**config.mk**
```make
export PLATFORM = sky130hd
export DESIGN_NAME = seek_accept_ctrl
export DESIGN_NICKNAME = d
export VERILOG_FILES = /design/src/rtl/seek_accept_pkg.sv /design/src/rtl/seek_sync.sv /design/src/rtl/strobe_stage.sv /design/src/rtl/seek_settle.sv /design/src/rtl/seek_accept_ctrl.sv
export SDC_FILE = /design/constraint.sdc
export NUM_CORES = 1
export LEC_CHECK = 0
export BUFFER_PORTS_ARGS = -buffer_cell sky130_fd_sc_hd__buf_4
export CORE_MARGIN = 1.5
export CORE_UTILIZATION = 55
export DETAILED_ROUTE_END_ITERATION = 16
export PLACE_DENSITY_LB_ADDON = 0.25
export SYNTH_ARGS = -nofsm -noshare
export SYNTH_HDL_FRONTEND = slang
export SYNTH_SLANG_ARGS = --single-unit
```
**constraint.sdc**
```tcl
create_clock -name clk_i -period 1.3 [get_ports clk_i]
set_input_delay 0.065 -clock clk_i [delete_from_list [all_inputs] [get_ports clk_i]]
set_output_delay 0.065 -clock clk_i [all_outputs]
set_load 0.1 [all_outputs]
```
**src/rtl/seek_accept_pkg.sv**
```systemverilog
package seek_accept_pkg;
  localparam int DEF_ADDR_W     = 9;
  localparam int DEF_MAX_CYL    = 405;
  localparam int DEF_HOLD_LEN   = 4;
  localparam int DEF_SETTLE_LEN = 8;
  localparam int DEF_SYNC_STAGES = 2;

  // bit positions inside the synchronizer bundle
  localparam int SB_STROBE  = 0;
  localparam int SB_RESTORE = 1;
  localparam int SB_SEL     = 2;
  localparam int SB_READY   = 3;
  localparam int SB_POS     = 4;
  localparam int SB_HEADS   = 5;
  localparam int SB_W       = 6;
endpackage

```
**src/rtl/seek_sync.sv**
```systemverilog
module seek_sync #(
  parameter int W      = 1,
  parameter int STAGES = 2
) (
  input  logic         clk_i,
  input  logic         rst_ni,
  input  logic [W-1:0] d_i,
  output logic [W-1:0] q_o
);
  logic [W-1:0] ff_q [STAGES];

  for (genvar g = 0; g < STAGES; g++) begin : g_stage
    if (g == 0) begin : g_first
      always_ff @(posedge clk_i or negedge rst_ni) begin
        if (!rst_ni) ff_q[g] <= '0;
        else         ff_q[g] <= d_i;
      end
    end else begin : g_rest
      always_ff @(posedge clk_i or negedge rst_ni) begin
        if (!rst_ni) ff_q[g] <= '0;
        else         ff_q[g] <= ff_q[g-1];
      end
    end
  end

  assign q_o = ff_q[STAGES-1];
endmodule

```
**src/rtl/strobe_stage.sv**
```systemverilog
module strobe_stage #(
  parameter int HOLD_LEN = 4
) (
  input  logic clk_i,
  input  logic rst_ni,
  input  logic strobe_s_i,
  input  logic sel_s_i,
  input  logic ready_s_i,
  output logic stage_a_o,
  output logic stage_b_o,
  output logic addr_pulse_o,
  output logic hold_busy_o
);
  localparam logic [HOLD_LEN-1:0] HD_ONE = HOLD_LEN'(1);

  logic [1:0]          stb_q;
  logic [HOLD_LEN-1:0] hd_q;
  logic                hold_busy_q;

  always_ff @(posedge clk_i or negedge rst_ni) begin
    if (!rst_ni)      stb_q <= '0;
    else if (!sel_s_i) stb_q <= '0;
    else              stb_q <= {stb_q[0], strobe_s_i};
  end

  always_ff @(posedge clk_i or negedge rst_ni) begin
    if (!rst_ni)                hold_busy_q <= 1'b0;
    else if (!ready_s_i)        hold_busy_q <= 1'b0;
    else if (stb_q[0])          hold_busy_q <= 1'b1;
    else if (hd_q[HOLD_LEN-1])  hold_busy_q <= 1'b0;
  end

  // hold chain only fills after the strobe is gone
  always_ff @(posedge clk_i or negedge rst_ni) begin
    if (!rst_ni)                       hd_q <= '0;
    else if (stb_q[0] || !hold_busy_q) hd_q <= '0;
    else                               hd_q <= (hd_q << 1) | HD_ONE;
  end

  assign stage_a_o    = stb_q[0];
  assign stage_b_o    = stb_q[1];
  assign addr_pulse_o = stb_q[1] & ~stb_q[0];
  assign hold_busy_o  = hold_busy_q;

  AST_HOLD_SET: assert property (@(posedge clk_i) disable iff (!rst_ni)
    stb_q[0] && ready_s_i |=> hold_busy_q);
  AST_PULSE_SINGLE: assert property (@(posedge clk_i) disable iff (!rst_ni)
    addr_pulse_o |=> !addr_pulse_o);
  AST_STB_IGNORED: assert property (@(posedge clk_i) disable iff (!rst_ni)
    !sel_s_i |=> !addr_pulse_o);
endmodule

```
**src/rtl/seek_settle.sv**
```systemverilog
module seek_settle #(
  parameter int SETTLE_LEN = 8
) (
  input  logic clk_i,
  input  logic rst_ni,
  input  logic pos_s_i,
  input  logic ready_s_i,
  input  logic tick_i,
  input  logic end_i,
  output logic seek_busy_o,
  output logic settle_done_o
);
  localparam logic [SETTLE_LEN-1:0] SD_ONE = SETTLE_LEN'(1);

  logic                  pos_prev_q;
  logic                  seek_busy_q;
  logic [SETTLE_LEN-1:0] sd_q;
  logic                  pos_fall;

  assign pos_fall = pos_prev_q & ~pos_s_i;

  always_ff @(posedge clk_i or negedge rst_ni) begin
    if (!rst_ni) pos_prev_q <= 1'b0;
    else         pos_prev_q <= pos_s_i;
  end

  always_ff @(posedge clk_i or negedge rst_ni) begin
    if (!rst_ni)         seek_busy_q <= 1'b0;
    else if (!ready_s_i) seek_busy_q <= 1'b0;
    else if (pos_fall)   seek_busy_q <= 1'b1;
    else if (end_i)      seek_busy_q <= 1'b0;
  end

  always_ff @(posedge clk_i or negedge rst_ni) begin
    if (!rst_ni)       sd_q <= '0;
    else if (!pos_s_i) sd_q <= '0;
    else if (tick_i)   sd_q <= (sd_q << 1) | SD_ONE;
  end

  assign seek_busy_o   = seek_busy_q;
  assign settle_done_o = sd_q[SETTLE_LEN-1];

  AST_FALL_SETS: assert property (@(posedge clk_i) disable iff (!rst_ni)
    pos_fall && ready_s_i |=> seek_busy_q);
  AST_END_CLEARS: assert property (@(posedge clk_i) disable iff (!rst_ni)
    end_i && !pos_fall |=> !seek_busy_q);
  AST_NOT_READY: assert property (@(posedge clk_i) disable iff (!rst_ni)
    !ready_s_i |=> !seek_busy_q);
  AST_SETTLE_HOLD: assert property (@(posedge clk_i) disable iff (!rst_ni)
    pos_s_i && !tick_i |=> $stable(sd_q));
endmodule

```
**src/rtl/seek_accept_ctrl.sv**
```systemverilog
module seek_accept_ctrl
  import seek_accept_pkg::*;
#(
  parameter int ADDR_W      = DEF_ADDR_W,
  parameter int MAX_CYL     = DEF_MAX_CYL,
  parameter int HOLD_LEN    = DEF_HOLD_LEN,
  parameter int SETTLE_LEN  = DEF_SETTLE_LEN,
  parameter int SYNC_STAGES = DEF_SYNC_STAGES
) (
  input  logic              clk_i,
  input  logic              rst_ni,
  input  logic              strobe_i,
  input  logic [ADDR_W-1:0] cyl_addr_i,
  input  logic              restore_req_i,
  input  logic              sel_ready_i,
  input  logic              ready_i,
  input  logic              heads_loaded_i,
  input  logic              pos_mode_i,
  input  logic              settle_tick_i,
  output logic              load_pulse_o,
  output logic              restore_start_o,
  output logic              restore_o,
  output logic              busy_o,
  output logic              illegal_o,
  output logic              end_busy_o
);
  localparam logic [ADDR_W-1:0] MAX_ADDR = ADDR_W'(MAX_CYL);

  logic [SB_W-1:0] raw, syn;
  logic stage_a, stage_b, addr_pulse, hold_busy;
  logic seek_busy, settle_done;
  logic addr_ok, ill_set;
  logic illegal_q, restore_q;

  assign raw[SB_STROBE]  = strobe_i;
  assign raw[SB_RESTORE] = restore_req_i;
  assign raw[SB_SEL]     = sel_ready_i;
  assign raw[SB_READY]   = ready_i;
  assign raw[SB_POS]     = pos_mode_i;
  assign raw[SB_HEADS]   = heads_loaded_i;

  seek_sync #(.W(SB_W), .STAGES(SYNC_STAGES)) i_sync (
    .clk_i, .rst_ni, .d_i(raw), .q_o(syn)
  );

  strobe_stage #(.HOLD_LEN(HOLD_LEN)) i_strobe (
    .clk_i, .rst_ni,
    .strobe_s_i  (syn[SB_STROBE]),
    .sel_s_i     (syn[SB_SEL]),
    .ready_s_i   (syn[SB_READY]),
    .stage_a_o   (stage_a),
    .stage_b_o   (stage_b),
    .addr_pulse_o(addr_pulse),
    .hold_busy_o (hold_busy)
  );

  seek_settle #(.SETTLE_LEN(SETTLE_LEN)) i_settle (
    .clk_i, .rst_ni,
    .pos_s_i      (syn[SB_POS]),
    .ready_s_i    (syn[SB_READY]),
    .tick_i       (settle_tick_i),
    .end_i        (end_busy_o),
    .seek_busy_o  (seek_busy),
    .settle_done_o(settle_done)
  );

  assign addr_ok         = cyl_addr_i <= MAX_ADDR;
  assign restore_start_o = addr_pulse & syn[SB_RESTORE];
  assign load_pulse_o    = addr_pulse & ~syn[SB_RESTORE] & addr_ok & ~seek_busy;
  assign ill_set         = addr_pulse & ~syn[SB_RESTORE] & (~addr_ok | seek_busy);

  always_ff @(posedge clk_i or negedge rst_ni) begin
    if (!rst_ni) illegal_q <= 1'b0;
    else if (!syn[SB_HEADS] || load_pulse_o || restore_start_o) illegal_q <= 1'b0;
    else if (ill_set) illegal_q <= 1'b1;
  end

  always_ff @(posedge clk_i or negedge rst_ni) begin
    if (!rst_ni)              restore_q <= 1'b0;
    else if (restore_start_o) restore_q <= 1'b1;
    else if (end_busy_o)      restore_q <= 1'b0;
  end

  assign end_busy_o = settle_done & (seek_busy | restore_q);
  assign busy_o     = hold_busy | seek_busy;
  assign restore_o  = restore_q;
  assign illegal_o  = illegal_q & syn[SB_SEL] & ~stage_b;

  AST_ILLEGAL_MASK: assert property (@(posedge clk_i) disable iff (!rst_ni)
    stage_b |-> !illegal_o);
  AST_LOAD_CLEARS_ILLEGAL: assert property (@(posedge clk_i) disable iff (!rst_ni)
    load_pulse_o |=> !illegal_q);
  AST_LOAD_VALID: assert property (@(posedge clk_i) disable iff (!rst_ni)
    load_pulse_o |-> cyl_addr_i <= MAX_ADDR);
  AST_RESTORE_NO_LOAD: assert property (@(posedge clk_i) disable iff (!rst_ni)
    restore_start_o |-> !load_pulse_o && !ill_set);
  AST_READY_BUSY: assert property (@(posedge clk_i) disable iff (!rst_ni)
    !syn[SB_READY] |=> !busy_o);
  AST_STAGE_ORDER: assert property (@(posedge clk_i) disable iff (!rst_ni)
    $rose(stage_b) |-> $past(stage_a));
endmodule

```
== Word level (Yosys, flattened, before mapping) ==
Cells that the tools add are included.
W data, S select, Z words.

* Flip-flop bits (word level): 31
* Logic and storage cells: 53

* Magnitude comparators: 1
* Equality and inequality tests: 3
* Mux-type cells: 13
* Bitwise operators: 19
* Reductions and logical operators: 7

{| class="wikitable"
|+ Operator list
! kind !! number
|-
| $mux W8 || 2
|-
| $and A1 B1 Y1 || 10
|-
| $le A9 B9 Y1 const B || 1
|-
| $mux W1 || 9
|-
| $not A1 Y1 || 6
|-
| $mux W4 || 1
|-
| $reduce_bool A2 Y1 || 2
|-
| $logic_or A1 B1 Y1 || 3
|-
| $ne A3 B1 Y1 const B || 1
|-
| $ne A3 B2 Y1 const B || 1
|-
| $or A1 B1 Y1 || 3
|-
| $logic_not A1 Y1 || 2
|-
| $mux W2 || 1
|-
| $ne A2 B2 Y1 const B || 1
|}

== Logic depth before layout (Yosys ltp) ==
Gate-level depths: netlist of the first run.

* Depth in word-level cells: 8
* Gate-level depth with buffers: 3
* Mapped depth without buffers: 3

== By module ==
A second synthesis of the first run with hierarchy kept.

* Cell total of the unflattened synthesis: 84
* Area, all modules: 1154.9 um2

{| class="wikitable"
|+ Modules (own cells, without submodules)
! module !! times used !! cells an instance !! area an instance (um2) !! seq. area each (um2)
|-
| seek_settle || 1 || 29 || 402.9 || 250.2
|-
| seek_sync || 1 || 18 || 345.3 || 300.3
|-
| strobe_stage || 1 || 16 || 244.0 || 175.2
|-
| seek_accept_ctrl || 1 || 21 || 162.7 || 50.0
|}

== Least setup slack after synthesis of the first run ==
OpenSTA, ideal clock, no wires.

* Kind: reg2out
* From: reg restore_q (netlist: restore_o)
* To: out end_busy_o
* Arrival: 1772 ps
* Data required time: 1235 ps
* Slack: -537 ps
* Cell stages (with the launch flop): 2
* Cell sequence: dfrtp_1 > o21a_1

* Word-level cells in the longest chain between the ends: 2

{| class="wikitable"
|+ RTL lines
! element !! line !! RTL
|-
| start: declaration || seek_accept_ctrl.sv:33 || <nowiki>logic illegal_q, restore_q;</nowiki>
|-
| start signal: assignment || seek_accept_ctrl.sv:79 || <nowiki>if (!rst_ni) restore_q <= 1'b0;</nowiki>
|-
| start signal: assignment || seek_accept_ctrl.sv:80 || <nowiki>else if (restore_start_o) restore_q <= 1'b1;</nowiki>
|-
| start signal: assignment || seek_accept_ctrl.sv:81 || <nowiki>else if (end_busy_o) restore_q <= 1'b0;</nowiki>
|-
| $or A1 B1 Y1 || seek_accept_ctrl.sv:84 || <nowiki>assign end_busy_o = settle_done & (seek_busy | restore_q);</nowiki>
|-
| $and A1 B1 Y1 || seek_accept_ctrl.sv:84 ||
|-
| end: declaration || seek_accept_ctrl.sv:25 || <nowiki>output logic end_busy_o</nowiki>
|}

No other way between the ends.

== Final worst setup path of the first run ==
* From: reg i_strobe.stb_q[1]
* To: out load_pulse_o

* Word-level cells in the longest chain between the ends: 4

{| class="wikitable"
|+ RTL lines
! element !! line !! RTL
|-
| start: declaration || strobe_stage.sv:16 || <nowiki>logic [1:0] stb_q;</nowiki>
|-
| start signal: assignment || strobe_stage.sv:23 || <nowiki>else stb_q <= {stb_q[0], strobe_s_i};</nowiki>
|-
| $and A1 B1 Y1 || strobe_stage.sv:42 || <nowiki>assign addr_pulse_o = stb_q[1] & ~stb_q[0];</nowiki>
|-
| $and A1 B1 Y1 (3 in series) || seek_accept_ctrl.sv:69 || <nowiki>assign load_pulse_o = addr_pulse & ~syn[SB_RESTORE] & addr_ok & ~seek_busy;</nowiki>
|-
| end: declaration || seek_accept_ctrl.sv:20 || <nowiki>output logic load_pulse_o,</nowiki>
|}

No other way between the ends.

==> results of run 1 <==
-- synth_stat cells, drive strengths merged (2+ instances only) --
master	n
nor2b	10
mux2i	7
o21a	3
o21ai	2
nor2	2
dfrtp	31
and2	6
inv	4
-- sequential cells by signal, summed over array words and instances (netlist names) --
signal                cells
i_settle.pos_prev_q       1
i_settle.sd_q             8
i_settle.seek_busy_o      1
i_strobe.hd_q             4
i_strobe.hold_busy_o      1
i_strobe.stb_q            2
i_sync.ff_q               6
i_sync.q_o                6
illegal_q                 1
restore_o                 1
-- how the worst max path moves through the flow --
stage | from | end | cells after the start
3_5_place_dp | i_strobe.stb_q[0] | load_pulse_o | 3
6_report | i_strobe.stb_q[1] | load_pulse_o | 3
3_3_place_gp | i_strobe.stb_q[0] | load_pulse_o | 3
4_1_cts | i_strobe.stb_q[0] | load_pulse_o | 3
2_1_floorplan | restore_o | end_busy_o | 1
5_1_grt | i_strobe.stb_q[1] | load_pulse_o | 3
-- through the flow --
| stage | worst slack [ps] | instance area [um^2] | util (%) |
|---|---|---|---|
| final | -85.09 | 1545 | 86.67 |
| after global routing | -168.9 | 1545 | 86.67 |
| after CTS | -89.44 | 1499 | 84.07 |
| after detailed placement | 158.5 | 1269 | 71.16 |
| after global placement | 174.9 | 1269 | 71.16 |
| after floorplan | -286.4 | 1080 | - |
-- timing repair --
action | 4_1_cts | 5_1_grt
setup endpoints to repair | 3 | 4
gates resized for setup | 9 | 6
buffers inserted | 5 | 3
pin swaps | 1 | 1
endpoints found under the hold margin | 37 | 0
hold buffers | 7 | 0
-- worst max-delay path: stages (launching register included) --
cell,delay (ps)
sky130_fd_sc_hd__dfrtp_1,390
sky130_fd_sc_hd__nor2b_2,180
sky130_fd_sc_hd__o2111a_2,250
sky130_fd_sc_hd__buf_12,180
-- routing by layer --
layer	up-vias	wire length, um
met5	-	0
met4	0	36
met3	4	131
met2	30	1077
met1	333	970
li1	339	-
-- area by class of cell --
cell class,instances,share of cell area (%)
Clock buffer,6,3.320
Clock inverter,2,2.267
Inverter,4,1.215
Multi-Input combinational cell,39,18.62
Sequential cell,31,50.20
Tap cell,25,2.024
Timing Repair Buffer,37,22.35
-- power breakdown --
group          switching (mW)  total, mW  internal [mW]
Sequential             0.0234       1.03           1.00
Combinational           0.135      0.247          0.111
Clock                   0.318      0.773          0.454
Total                   0.477       2.05           1.57
-- kinds of logic after synthesis --
| family | Yosys count | synth area share, % |
|---|---|---|
| compound gates | 9 | 5.951 |
| mux | 7 | 6.535 |
| simple gates | 23 | 13.07 |
| buf+inv | 5 | 2.100 |
| flops | 31 | 72.35 |
==> reports/qor.log, run 1 <==
INFO  outcome        status=finished, violations left
INFO  outcome        violations=negative setup slack
INFO  critical_path  timing.critical_path.required=1240ps
INFO  detailed_routing drt-pass1-iter-count=4
INFO  critical_path  ff2ff_setup_slack=190ps
INFO  yosys          dominant_cells_by_area_after_synthesis=sky130_fd_sc_hd__dfrtp_1, sky130_fd_sc_hd__mux2i_1, sky130_fd_sc_hd__nor2b_1
INFO  timing         setup_repair_after_global_routing_missed_its_margin=yes
INFO  place          dp.final_hpwl=1050um
INFO  yosys          fraction_of_post_synthesis_cell_area_in_the_top_cell_type_by_area=72.35%
INFO  die            start_util=60.14%
INFO  critical_path  worstReg2RegEnd=illegal_q
INFO  cells_and_area num_antenna_cells=0
INFO  yosys          async_flop_share=100.0%
INFO  yosys          synth_edf_count=0
INFO  die            die_area=2224um^2
INFO  global_route   groute.usage.overall=20.34%
INFO  cells_and_area layout.nets=136
INFO  global_route   grt_use_met2=33.70%
INFO  pwr            ir_drop_worst_case_vdd=0.001381V
INFO  timing         report.final.slew_viol_count=0
INFO  hold_path      min_to=i_settle.sd_q[0]
INFO  timing         final_min_period_over_clock_period=106.5%
INFO  timing         slew-limit-headroom=75.67%
INFO  global_route   number_of_antenna_violations_at_the_first_check_in_global_routing=0
INFO  cells_and_area instances_no_fill=144
INFO  timing         hold_violations=0
INFO  global_route   globalRoute.busiestLayer=met2
INFO  timing         clock.fmax=0.7220GHz
INFO  yosys          synth.yosys.seq_area_share=72.35%
INFO  cells_and_area sequential_cell_area=775.7um^2
INFO  detailed_routing detailedRoute.firstIterationViolations=7
INFO  hold_path      worstHoldPathType=in2reg
INFO  detailed_routing drt-vias-per-instance=4.903
INFO  critical_path  worst_ep_arrival_time=1320ps
INFO  clocking       cts.sinks=31
INFO  global_route   grtUsageMet1=20.57%
INFO  cells_and_area flow.area_growth_from_synthesis=44.11%
INFO  global_route   first_pass_grt_wire_length=2829um
INFO  cells_and_area layout.cells.most_common_list=sky130_fd_sc_hd__dfrtp_1, sky130_fd_sc_hd__buf_4, sky130_fd_sc_hd__nor2b_1
INFO  pwr            total_power=2.046mW
INFO  global_route   vias_in_the_first_global_route=664
INFO  yosys          mappedNetlistArea=1072um^2
INFO  yosys          avgSynthCellArea=14.30um^2
INFO  flow_run       drv.max_cap_violation_count=0
INFO  clocking       numCtsBuffers=5
INFO  yosys          synth_area_leader_cell=sky130_fd_sc_hd__dfrtp_1
INFO  die            placementRows=15
INFO  timing         finalSetupViolCount=2
INFO  place          finalWeightedCongestion=0.7048
INFO  clocking       path_clk_slew=110ps
INFO  yosys          synth_cell_type_count=18
INFO  timing         postLayoutSetupSlackWorst=-85.09ps
INFO  place          placed_cells_incl_taps=121
INFO  die            top_level_ports=24
INFO  detailed_routing routedWlPerCell=15.38um
INFO  cells_and_area area_used_by_multi_input_combinational_logic=287.8um^2
INFO  clocking       htreeDepth=2
INFO  critical_path  nature_of_the_critical_path_endpoint=primary output
INFO  die            chipWidth=47.16um
INFO  critical_path  critical_path.max_fanout=3
INFO  timing         hold_slack=65.06ps
INFO  critical_path  worst-setup-path-type=reg2out
INFO  critical_path  rr_startpoint=i_strobe.stb_q[1]
INFO  cells_and_area num-fill-cells=77
INFO  detailed_routing via_count=706
INFO  timing         finalCriticalPeriod=1385ps
INFO  critical_path  cell_count_of_the_worst_reg_to_reg_path=4
INFO  global_route   grt.met3_usage=8.846%
INFO  timing         worst-slew-pin-transition=364.9ps
INFO  detailed_routing routed_antenna_nets=0
INFO  hold_path      hold_depth=2
INFO  timing         skew=15.07ps
INFO  place          port_buffers=22
INFO  die            fp.coreArea=1783um^2
INFO  hold_path      worstHoldStart=settle_tick_i
INFO  yosys          syn_inst=75
INFO  global_route   grt_start_max_net_pins=32
INFO  critical_path  critical_path.startpoint_type=flop
INFO  global_route   grt-ovfl-total=0
INFO  detailed_routing postRouteWirelength=2215um
INFO  cells_and_area mostFrequentLayoutCell=sky130_fd_sc_hd__dfrtp_1
INFO  yosys          predominant_post_synthesis_flop_cell=sky130_fd_sc_hd__dfrtp_1
INFO  timing         timing.setup.tns=-150.0ps
INFO  clocking       worstSkewPairLatency=320ps
INFO  pwr            p_leak=0.7524nW
INFO  detailed_routing drc=0
INFO  clocking       cts.root.buffer_cell=sky130_fd_sc_hd__clkbuf_4
INFO  clocking       ctsLongestPathBuffers=2
INFO  pwr            power_density=1324nW/um^2
INFO  yosys          synth_nets=93
INFO  yosys          synth-seq-cells=31
INFO  clocking       tritoncts=built
INFO  yosys          synthesis.yosys.warnings=0
INFO  cells_and_area drive_gt1_share=37.82%
INFO  die            die_y=47.16um
Power figures use the tool's default switching activity.
==> run 2, diff against run 1 <==
==> constraint.sdc (replaced) <==
create_clock -name clk_i -period 1.6 [get_ports clk_i]
set_input_delay 0.16 -clock clk_i [delete_from_list [all_inputs] [get_ports clk_i]]
set_output_delay 0.16 -clock clk_i [all_outputs]
set_load 0.1 [all_outputs]
==> reports/qor.log, run 2 (same netlist as run 1, synthesis figures left out) <==
INFO  outcome        status=finished clean
INFO  place          dp.final_hpwl=1017um [-3.2%]
INFO  cells_and_area mostFrequentLayoutCell=sky130_fd_sc_hd__dfrtp_1
INFO  pwr            total_power=1.501mW [-27%]
INFO  clocking       tritoncts=built
INFO  timing         skew=8.086ps [-6.988 ps]
INFO  detailed_routing detailedRoute.firstIterationViolations=5 [-2]
INFO  timing         slew-limit-headroom=75.21% [-0.46 points]
INFO  place          dpl_cell_area=1265um^2 [-0.30%]
INFO  place          finalWeightedCongestion=0.6866 [-2.6%]
INFO  cells_and_area layout.cells.most_common_list=sky130_fd_sc_hd__dfrtp_1, sky130_fd_sc_hd__buf_4, sky130_fd_sc_hd__nor2b_1
INFO  clocking       ctsLongestPathBuffers=2 [unchanged]
INFO  detailed_routing length_of_routed_met2_wiring=773um [-28%]
INFO  cells_and_area num-fill-cells=112 [+45%]
INFO  critical_path  ff2ff_setup_slack=620ps [+430 ps]
INFO  cells_and_area max_flop_register=i_settle.sd_q
INFO  die            start_util=60.14% [unchanged]
INFO  global_route   grt-ovfl-total=0 [unchanged]
INFO  cells_and_area stdcell_area=1411um^2 [-8.7%]
INFO  critical_path  worst_ep_arrival_time=1370ps [+50 ps]
INFO  timing         hold_violations=0 [unchanged]
INFO  critical_path  worst-setup-path-type=reg2out
INFO  cells_and_area flow.area_growth_from_synthesis=31.62%
INFO  die            placementRows=15 [unchanged]
INFO  flow_run       drv.max_cap_violation_count=0 [unchanged]
INFO  timing         finalSetupViolCount=0 [-2]
INFO  clocking       numCtsBuffers=5 [unchanged]
INFO  die            chipWidth=47.16um [unchanged]
INFO  detailed_routing routedWlPerCell=11.82um [-23%]
INFO  detailed_routing routed_antenna_nets=0 [unchanged]
INFO  detailed_routing route.layer.met1.wl=679um [-30%]
INFO  cells_and_area num_antenna_cells=0 [unchanged]
INFO  pwr            ir_drop_worst_case_vdd=0.0007725V [-44%]
INFO  timing         setup_repair_after_global_routing_missed_its_margin=no
INFO  timing         finalCriticalPeriod=1531ps
INFO  clocking       worstSkewPairLatency=320ps [about the same]
INFO  detailed_routing met3WireLength=111um [-15%]
INFO  detailed_routing drc=0 [unchanged]
INFO  timing         report.final.slew_viol_count=0 [unchanged]
INFO  die            top_level_ports=24 [unchanged]
INFO  global_route   first_pass_grt_wire_length=2670um [-5.6%]
INFO  cells_and_area layout.nets=128 [-5.9%]
INFO  detailed_routing postRouteWirelength=1607um [-27%]
INFO  die            fp.coreArea=1783um^2 [unchanged]
INFO  clocking       cts_setup_buffers=0 [-5]
INFO  cells_and_area largest_register_ffs=8 [unchanged]
INFO  clocking       cts.root.buffer_cell=sky130_fd_sc_hd__clkbuf_4
INFO  critical_path  critical_path.max_fanout=5 [+2]
INFO  global_route   grt_start_max_net_pins=32 [unchanged]
INFO  die            die_area=2224um^2 [unchanged]
INFO  timing         final_min_period_over_clock_period=95.68%
INFO  critical_path  critical_path.startpoint_type=flop
INFO  global_route   vias_in_the_first_global_route=652 [-1.8%]
INFO  clocking       cts.sinks=31 [unchanged]
INFO  clocking       htreeDepth=2 [unchanged]
INFO  timing         clock.fmax=0.6532GHz
INFO  detailed_routing drt-pass1-iter-count=3 [-1]
INFO  critical_path  timing.critical_path.required=1440ps [+200 ps]
INFO  global_route   number_of_antenna_violations_at_the_first_check_in_global_routing=0 [unchanged]
INFO  detailed_routing via_count=649 [-8.1%]
INFO  hold_path      worstHoldPathType=in2reg
INFO  die            die_y=47.16um [unchanged]
INFO  critical_path  nature_of_the_critical_path_endpoint=primary output
INFO  clocking       path_clk_slew=90ps [-20 ps]
INFO  detailed_routing dr.max_layer_used=met4
INFO  global_route   groute.usage.overall=19.15% [-1.2 points]
INFO  detailed_routing drt-vias-per-instance=4.772 [-2.7%]
INFO  pwr            p_leak=0.7030nW [-6.6%]
INFO  cells_and_area drive_gt1_share=31.53% [-6.3 points]
INFO  timing         worst-slew-pin-transition=371.9ps [+6.949 ps]
INFO  pwr            power_density=1063nW/um^2 [-20%]
INFO  place          port_buffers=22 [unchanged]
## run 2: changes by cell type in the layout (fill, tap and decap cells not counted), sizes merged
cell    delta
bufinv     -1
clkinv     -1
buf        -8
clkbuf     +1
inv        +1
## run 2: critical path: stages, from the launching register on
cell	delay, ps
sky130_fd_sc_hd__dfrtp_1	430
sky130_fd_sc_hd__nor2b_1	150
sky130_fd_sc_hd__o2111a_2	240
sky130_fd_sc_hd__buf_6	230
## run 2: final timing paths
path	startpoint	to	cells after the start
setup reg to reg	i_strobe.stb_q[0]	illegal_q	3
max in group asynchronous	rst_ni	illegal_q	2
min in group asynchronous	rst_ni	i_settle.sd_q[0]	2
hold / removal	settle_tick_i	i_settle.sd_q[0]	2
hold reg to reg	i_sync.ff_q[11]	i_sync.q_o[5]	0
setup / recovery	i_strobe.stb_q[0]	load_pulse_o	3
## run 2: where the power goes
group	total (mW)	switching, mW	internal [mW]
clock network	0.504	0.247	0.257
logic	0.163	0.0964	0.0669
registers	0.833	0.0181	0.815
## run 2: per-layer routing
layer	vias to the layer above	GRT usage, %
li1	316	-
met1	302	20.16
met2	25	31.78
met3	6	8.077
met4	0	11.67
met5	-	0
## run 2: cell type report
cell class	instances	area [um^2]	area share, %
clock inverter	1	7.507	0.5319
timing repair buffer	29	239.0	16.93
sequential	31	775.7	54.96
multi-input combinational	39	277.8	19.68
clock buffer	7	65.06	4.610
tap	25	31.28	2.216
inverter	4	15.01	1.064
## run 2: stage by stage
step / setup TNS (ps) / instances / utilization [%] / worst slack [ps] / hold slack (ps)
3_3_place_gp: 0 / 121 / 70.95 / 369.2 / 99.36
4_1_cts: 0 / 136 / 78.95 / 0.5095 / 141.5
6_report: 0 / 136 / 79.16 / 69.06 / 145.1
3_5_place_dp: 0 / 121 / 70.95 / 367.8 / 104.2
2_1_floorplan: -81.35 / 75 / - / -81.35 / -135.6
5_1_grt: 0 / 136 / 79.16 / 6.968 / 151.7
## run 2: repair_timing
item                       in CTS  in global routing
resized for setup               0                  1
hold endpoints to repair       37                  0
hold buffers                    7                  0
setup endpoints to repair       0                  1
